--- src/rtl/irq_cause_pkg.sv ---
package irq_cause_pkg;
    localparam int unsigned IRQ_NUM_SRC   = 7;
    localparam int unsigned IRQ_DATA_W    = 32;
    localparam int unsigned IRQ_ADDR_W    = 8;
    localparam logic [IRQ_ADDR_W-1:0] IRQ_CAUSE_OFS = 8'h50;
    localparam logic [IRQ_ADDR_W-1:0] IRQ_MASK_OFS  = 8'h54;
endpackage

--- src/rtl/irq_cause_regs.sv ---
module irq_cause_regs #(
    parameter int unsigned NUM_SRC = 7,
    parameter int unsigned DATA_W  = 32,
    parameter int unsigned ADDR_W  = 8,
    parameter logic [ADDR_W-1:0] CAUSE_OFS = 8'h50,
    parameter logic [ADDR_W-1:0] MASK_OFS  = 8'h54
) (
    input  logic               clk,
    input  logic               rst_n,
    input  logic [NUM_SRC-1:0] ev_i,
    input  logic               wr_en,
    input  logic [ADDR_W-1:0]  addr,
    input  logic [DATA_W-1:0]  wdata,
    output logic [NUM_SRC-1:0] cause_o,
    output logic [NUM_SRC-1:0] mask_o
);
    typedef struct packed {
        logic [NUM_SRC-1:0] cause;
        logic [NUM_SRC-1:0] mask;
    } state_t;

    state_t st_d, st_q;

    always_comb begin
        st_d = st_q;
        if (wr_en && addr == CAUSE_OFS)
            st_d.cause = wdata[NUM_SRC-1:0];
        if (wr_en && addr == MASK_OFS)
            st_d.mask = wdata[NUM_SRC-1:0];
        // Events override a concurrent clearing write
        st_d.cause = st_d.cause | ev_i;
    end

    always_ff @(posedge clk or negedge rst_n) begin
        if (!rst_n)
            st_q <= '0;
        else
            st_q <= st_d;
    end

    assign cause_o = st_q.cause;
    assign mask_o  = st_q.mask;
endmodule

--- src/rtl/irq_prio_enc.sv ---
module irq_prio_enc #(
    parameter int unsigned NUM_SRC = 7,
    localparam int unsigned IDX_W = (NUM_SRC > 1) ? $clog2(NUM_SRC) : 1
) (
    input  logic [NUM_SRC-1:0] pend_i,
    output logic [IDX_W-1:0]   idx_o,
    output logic               vld_o
);
    always_comb begin
        idx_o = '0;
        vld_o = 1'b0;
        for (int i = 0; i < NUM_SRC; i++) begin
            if (pend_i[i]) begin
                idx_o = i[IDX_W-1:0];
                vld_o = 1'b1;
            end
        end
    end
endmodule

--- src/rtl/irq_rd_mux.sv ---
module irq_rd_mux #(
    parameter int unsigned NUM_SRC = 7,
    parameter int unsigned DATA_W  = 32,
    parameter int unsigned ADDR_W  = 8,
    parameter logic [ADDR_W-1:0] CAUSE_OFS = 8'h50,
    parameter logic [ADDR_W-1:0] MASK_OFS  = 8'h54
) (
    input  logic [ADDR_W-1:0]  addr,
    input  logic [NUM_SRC-1:0] cause_i,
    input  logic [NUM_SRC-1:0] mask_i,
    output logic [DATA_W-1:0]  rdata
);
    localparam int unsigned PAD_W = DATA_W - NUM_SRC;

    always_comb begin
        rdata = '0;
        if (addr == CAUSE_OFS)
            rdata = {{PAD_W{1'b0}}, cause_i};
        else if (addr == MASK_OFS)
            rdata = {{PAD_W{1'b0}}, mask_i};
    end
endmodule

--- src/rtl/irq_cause_unit.sv ---
module irq_cause_unit
    import irq_cause_pkg::*;
#(
    parameter int unsigned NUM_SRC = IRQ_NUM_SRC,
    parameter int unsigned DATA_W  = IRQ_DATA_W,
    parameter int unsigned ADDR_W  = IRQ_ADDR_W,
    parameter logic [ADDR_W-1:0] CAUSE_OFS = IRQ_CAUSE_OFS,
    parameter logic [ADDR_W-1:0] MASK_OFS  = IRQ_MASK_OFS,
    localparam int unsigned IDX_W = (NUM_SRC > 1) ? $clog2(NUM_SRC) : 1
) (
    input  logic               clk,
    input  logic               rst_n,
    input  logic [NUM_SRC-1:0] ev_i,
    input  logic               wr_en,
    input  logic [ADDR_W-1:0]  addr,
    input  logic [DATA_W-1:0]  wdata,
    output logic [DATA_W-1:0]  rdata,
    output logic               irq_o,
    output logic [IDX_W-1:0]   top_idx_o,
    output logic               top_vld_o
);
    logic [NUM_SRC-1:0] cause_w;
    logic [NUM_SRC-1:0] mask_w;
    logic [NUM_SRC-1:0] pend_w;

    irq_cause_regs #(
        .NUM_SRC(NUM_SRC), .DATA_W(DATA_W), .ADDR_W(ADDR_W),
        .CAUSE_OFS(CAUSE_OFS), .MASK_OFS(MASK_OFS)
    ) u_regs (
        .clk(clk), .rst_n(rst_n), .ev_i(ev_i), .wr_en(wr_en),
        .addr(addr), .wdata(wdata), .cause_o(cause_w), .mask_o(mask_w)
    );

    assign pend_w = cause_w & mask_w;

    irq_prio_enc #(.NUM_SRC(NUM_SRC)) u_prio (
        .pend_i(pend_w), .idx_o(top_idx_o), .vld_o(top_vld_o)
    );

    assign irq_o = |pend_w;

    irq_rd_mux #(
        .NUM_SRC(NUM_SRC), .DATA_W(DATA_W), .ADDR_W(ADDR_W),
        .CAUSE_OFS(CAUSE_OFS), .MASK_OFS(MASK_OFS)
    ) u_rd (
        .addr(addr), .cause_i(cause_w), .mask_i(mask_w), .rdata(rdata)
    );
endmodule

--- config.mk ---
export PLATFORM = sky130hd
export DESIGN_NAME = irq_cause_unit
export DESIGN_NICKNAME = d
export VERILOG_FILES = /design/src/rtl/irq_cause_pkg.sv /design/src/rtl/irq_cause_regs.sv /design/src/rtl/irq_prio_enc.sv /design/src/rtl/irq_rd_mux.sv /design/src/rtl/irq_cause_unit.sv
export SDC_FILE = /design/constraint.sdc
export NUM_CORES = 1
export LEC_CHECK = 0
export BUFFER_PORTS_ARGS = -buffer_cell sky130_fd_sc_hd__buf_2
export CAP_MARGIN = 20
export CORE_AREA = 2 2 50 64
export DETAILED_ROUTE_END_ITERATION = 8
export DIE_AREA = 0 0 52 66
export PLACE_DENSITY = 0.74
export SYNTH_ARGS = -nofsm -noshare
export SYNTH_HDL_FRONTEND = slang
export SYNTH_SLANG_ARGS = --single-unit
--- constraint.sdc ---
create_clock -name clk -period 1.1 [get_ports clk]
set_input_delay 0.11 -clock clk [delete_from_list [all_inputs] [get_ports clk]]
set_output_delay 0.11 -clock clk [all_outputs]
set_load 0.01 [all_outputs]
==> results.toml, run 1 <==
[status]
outcome = "finished, violations left"
violations = "negative setup slack"

[flow_run]
drv_cap = 0

[placed_design]
portBuffers = 36
gp_congestion = 0.783
dp_hpwl_mm = 1.80

[cts]
cts_tree = "done"
clockRootBuffer = "clkbuf_4"
clk_latency_ns = 0.29
cts_made_buffers = 3
clock-sinks = 14
clockBufferDepth = 2
clk_pin_slew_ns = 0.09
htreeDepth = 1

[worst_hold_path]
hp-class = "in -> reg"

[sta]
grt_setup_unrepaired = "yes"
timing.hold.ws_ns = 0.0574
period_share = 1.25
period_needed_ns = 1.38
clock_skew_ns = 0
tns_ns = -2.86
hold_viol = 0
final-setup-viol-count = 19
final_max_slew_viol_count = 0
timing.final.ws_setup_ns = -0.278
fmax_mhz = 726

[floorplan]
initial_core_util = 0.365
die_x_microns = 52
core_sq_um = 2840
die-area_sq_um = 3430
io_pins = 87
die_height_microns = 66
placementRows = 22

[yosys]
yosysWarnings = 0
yosys.area.top_type_share = 0.339
yosysSeqAreaShare = 0.339
yosys-top-cells-area = "dfrtp_1, buf_4, mux2i_1"
synth_largest_area_cell = "dfrtp_1"
ys_types = 19
ys_ff_latch = 14
syn-mean-instance-area_sq_um = 9.76
netlist_area_sq_um = 1030
synth_cells = 106

[setup_path]
startpoint = "u_regs.cause_o[2]"
path_max_fanout = 3
crit_arrival_ns = 1.27
crit_required_ns = 0.99
r2r_slack_ns = 0.08
crit_type = "reg -> out"
r2r_end = "u_regs.mask_o[1]"
cp-end-kind = "output port"
endpoint = "top_vld_o"
r2r_cells = 3
crit_path_start_kind = "flop"
r2r_start = "u_regs.mask_o[1]"

[grt]
use_met2 = 0.250
grt_usage = 0.147
grt_pass1_wl_mm = 3.69
grt_overflow = 0
met1_usage = 0.174
grt_pass1_vias = 826
grt_max_degree = 15
top_usage_layer = "met2"
grt_antenna_before_repair = 0
grtUsageMet3 = 0.0271

[power_and_ir_drop]
leakagePower_nw = 0.800
peakVddDrop_v = 0.000335
power_density_nw_per_um2 = 889
p_total_w = 0.00124

[cells_and_area]
diodes = 0
num-fill-cells = 261
fin_nets = 211
drive_above_1_share = 0.456
area_growth_pct = 34.7

[detailed_routing]
firstDrtPassIters = 4
drc = 0
totalWireLength_mm = 2.30
vias_per_cell = 4.29
first_iter_violations = 14
vias = 841
drtAntennaViolNets = 0
wl_per_cell_microns = 11.7
what timing repair did:
action	CTS	global route
hold buffers	1	0
setup endpoints to repair	22	26
hold endpoints to repair	14	0
buffers inserted	4	2
pin swaps	8	5
resized for setup	16	5
per-stage QoR:
step | area, sq um | setup WS, ns | util | std cells
floorplan | 1130 | -0.331 | - | 130
global placement | 1220 | -0.456 | 0.432 | 185
detailed placement | 1220 | -0.494 | 0.432 | 185
CTS | 1360 | -0.296 | 0.480 | 194
global route | 1390 | -0.373 | 0.492 | 196
finish | 1390 | -0.278 | 0.492 | 196
cell usage in the layout, fill, tap and decap left out, drive strengths merged:
cell         count
buf             53
conb            25
nand3            2
nor2            22
a32o             1
a21boi           1
mux2             7
dlygate4sd3      1
nand4b           2
dfrtp           14
o21ai            1
or3              2
nand2            6
nor4b            1
clkbuf           4
a22oi            2
mux2i           14
inv              2
cell usage after synthesis:
| master | count |
|---|---|
| inv_1 | 2 |
| dfrtp_1 | 14 |
| buf_2 | 2 |
| nand3_1 | 1 |
| nor2_1 | 22 |
| buf_4 | 25 |
| a32o_1 | 1 |
| buf_6 | 1 |
| or3_1 | 2 |
| mux2_4 | 7 |
| conb_1 | 1 |
| nand3_4 | 1 |
| nand4b_1 | 2 |
| nand2_1 | 6 |
| o21ai_0 | 1 |
| mux2i_1 | 14 |
| a21boi_0 | 1 |
| a22oi_1 | 2 |
| nor4b_4 | 1 |
flip-flops by register name, summed over array words and instances, names as in the netlist:
register / flops
u_regs.mask_o: 7
u_regs.cause_o: 7
cell families after synthesis:
logic type             synth area share
AND/OR/NAND/NOR                   0.175
buffers and inverters             0.209
multiplexers                      0.237
flip-flops                        0.339
AO/OA/AOI/OAI                    0.0363
other                           0.00362
worst min-delay path by stage:
stage	start	end	slack [ns]	depth (start not counted)
2_1_floorplan	rst_n	u_regs.cause_o[0]	-0.19	0
3_3_place_gp	rst_n	u_regs.cause_o[2]	0.02	1
3_5_place_dp	rst_n	u_regs.mask_o[3]	0.02	1
4_1_cts	wdata[5]	u_regs.mask_o[5]	0.05	2
5_1_grt	wdata[5]	u_regs.mask_o[5]	0.05	2
6_report	wdata[5]	u_regs.mask_o[5]	0.06	2
per-layer routing:
metal	routed length (microns)	share of wire
met3	182	0.079
met2	1160	0.50
met1	921	0.40
met5	0	0
met4	38	0.017
critical path, stage by stage, from the launching register on:
cell	delay [ns]
dfrtp_1	0.39
buf_6	0.12
a22oi_2	0.18
nand4b_1	0.12
buf_2	0.15
power breakdown:
group / internal [W] / total [W] / switching, W
clock network: 0.000202 / 0.000390 / 0.000188
registers: 0.000527 / 0.000539 / 0.0000123
logic: 0.000151 / 0.000310 / 0.000159
cell type report:
| type | count | area [sq um] | area share |
|---|---|---|---|
| clock buffer | 4 | 36.3 | 0.0260 |
| multi-input combinational | 86 | 584 | 0.419 |
| sequential | 14 | 350 | 0.251 |
| tap | 36 | 45.0 | 0.0323 |
| timing repair buffer | 54 | 370 | 0.266 |
| inverter | 2 | 7.51 | 0.00539 |
Power figures use the tool's default switching activity.
==> run 2, diff against run 1 <==
Settings changed: CORE_AREA 2 2 50 64 to 2 2 51 65, DIE_AREA 0 0 52 66 to 0 0 53 67, SYNTH_HIERARCHICAL set to 1.
==> results.toml, run 2 <==
[sta]
tns_ns = -6.87
period_share = 1.79
final-setup-viol-count = 26
timing.final.ws_setup_ns = -0.867
fmax_mhz = 508
period_needed_ns = 1.97
final_max_slew_viol_count = 0
clock_skew_ns = 0
grt_setup_unrepaired = "yes"
hold_viol = 0

[cells_and_area]
drive_above_1_share = 0.607
fin_nets = 229
num-fill-cells = 219
layout_commonest_cell = "buf_2"
area_growth_pct = 66.5
regArea_sq_um = 350
diodes = 0
final_core_util = 0.629
stdcell_area_sq_um = 1820
multiInputGateArea_sq_um = 833
final_cell_mix = "buf_2, conb_1, buf_6"

[yosys]
netlist_area_sq_um = 1090
yosys-top-cells-area = "dfrtp_1, buf_4, mux2i_1"
ys.flop_type = "dfrtp_1"
synth_largest_area_cell = "dfrtp_1"
syn-mean-instance-area_sq_um = 9.74
synth-edff-count = 0
yosys.area.top_type_share = 0.321
ys_types = 24
synthArstFlopShare = 1.00
yosysWarnings = 6
synthMostInstantiatedCell = "buf_4"
yosysSeqAreaShare = 0.321
synthTopCellsByCount = "buf_4, nor2_1, dfrtp_1, mux2i_1"
ys_ff_latch = 14
synth_cells = 112

[status]
outcome = "finished, violations left"
violations = "negative setup slack"

[cts]
clk_latency_ns = 0.28
clk_pin_slew_ns = 0.09
clockRootBuffer = "clkbuf_4"
htreeDepth = 1
cts_tree = "done"
clockBufferDepth = 2
cts_made_buffers = 3
clock-sinks = 14

[setup_path]
endpoint = "irq_o"
crit_path_start_kind = "flop"
r2r_start = "u_regs/mask_o[2]"
worst_path_most_repeated_cell = "buf_6"
crit_arrival_ns = 1.86
crit_type = "reg -> out"
r2r_end = "u_regs/mask_o[2]"
path_max_fanout = 3
cp-end-kind = "output port"
cp_cell_sequence = "buf_6, a222oi_1, or4b_4, buf_6"
r2r_cells = 3
crit_required_ns = 0.99
r2r_slack_ns = 0.09
slowest_delay_ns = 0.51
critPathSlowestCell = "or4b_4"
startpoint = "u_regs/mask_o[6]"

[detailed_routing]
wl_per_cell_microns = 14.5
first_iter_violations = 35
vias_per_cell = 4.64
vias = 994
firstDrtPassIters = 4
totalWireLength_mm = 3.11
drc = 0
drtAntennaViolNets = 0

[power_and_ir_drop]
netSwitchingPower_w = 0.000424
pwr-share-clk = 0.271
p_total_w = 0.00142
leakagePower_nw = 0.895
power_density_nw_per_um2 = 783
intPower_w = 0.000999
switching_share = 0.298
seq_power_share = 0.378
comb_power_share = 0.351
peakVddDrop_v = 0.000726

[grt]
grt_overflow = 0
grt_pass1_vias = 1014
grt_usage = 0.183
grt_pass1_wl_mm = 4.65
grt_max_degree = 15
grt_antenna_before_repair = 0

[placed_design]
place_area_sq_um = 1500
preCtsSetupSlack_ns = -0.581
gp_congestion = 0.863
dp_hpwl_mm = 2.15
portBuffers = 36

[floorplan]
placementRows = 22
die-area_sq_um = 3550
core_sq_um = 2890
io_pins = 87
die_height_microns = 67
initial_core_util = 0.377
die_x_microns = 53

[flow_run]
drv_cap = 0

[worst_hold_path]
hp-class = "in -> reg"
run 2: cell types whose count changed after synthesis, sizes merged, moves of 2 or more:
cell,previous run,this run
a22oi,2,0
and2,0,7
buf,28,26
clkbuf,0,3
nand2,6,0
nand3,2,0
nand4b,2,0
nor2,22,16
nor3,0,8
or4b,0,4
run 2: worst min path at each step:
stage	startpoint	end	slack (ns)	cells past startpoint
2_1_floorplan	rst_n	u_regs/cause_o[0]	-0.19	0
4_1_cts	wdata[2]	u_regs/mask_o[2]	0.07	2
3_5_place_dp	rst_n	u_regs/cause_o[4]	0.03	1
3_3_place_gp	rst_n	u_regs/cause_o[4]	0.02	1
6_report	wdata[2]	u_regs/mask_o[2]	0.07	2
5_1_grt	wdata[2]	u_regs/mask_o[2]	0.06	2
run 2: power by group through the flow:
stage	clock network, W	logic [W]	registers, W
2_1_floorplan	0	0.000277	0.000545
3_3_place_gp	0	0.000357	0.000544
3_5_place_dp	0	0.000365	0.000546
4_1_cts	0.000391	0.000462	0.000536
5_1_grt	0.000415	0.000538	0.000539
6_report	0.000386	0.000500	0.000537
run 2: metal layers:
metal	vias to the layer above	GRT usage	wire length (microns)	share of wire
met1	482	0.201	1150	0.37
met5	-	0	0	0
met3	4	0.00897	127	0.041
met2	34	0.348	1790	0.58
li1	474	-	-	-
met4	0	0.0801	40	0.013
run 2: repair_timing:
action | CTS | global route
hold buffers | 1 | 0
resized for setup | 40 | 9
endpoints found under the setup margin | 26 | 26
cloned | 0 | 0
hold endpoints to repair | 14 | 0
setup buffers | 7 | 2
pin swaps | 9 | 3
run 2: cell type report:
cell class              instances  area share
clock buffers                   4      0.0200
inverters                       3     0.00620
multi-input cells              90       0.459
well taps                      36      0.0248
repair buffers                 67       0.298
flip-flops and latches         14       0.193
run 2: worst max-delay path: cells and delay by family (launching register included):
| kind | cells | cell delay, ns |
|---|---|---|
| flops | 1 | 0.42 |
| compound gates | 1 | 0.36 |
| buf+inv | 2 | 0.28 |
| simple gates | 1 | 0.51 |
run 2: stage by stage:
stage               hold slack (ns)  cells
floorplan                    -0.186    136
global placement             0.0203    203
detailed placement           0.0320    203
CTS                          0.0658    213
global route                 0.0595    214
finish                       0.0683    214
run 2: logic make-up (layout without fill, tap and decap cells):
group / count (synthesis) / count (layout) / synth area share
buf+inv: 32 / 74 / 0.204
flops: 14 / 14 / 0.321
compound gates: 4 / 4 / 0.0321
mux: 21 / 21 / 0.225
simple gates: 40 / 40 / 0.214
other cells: 1 / 25 / 0.00344
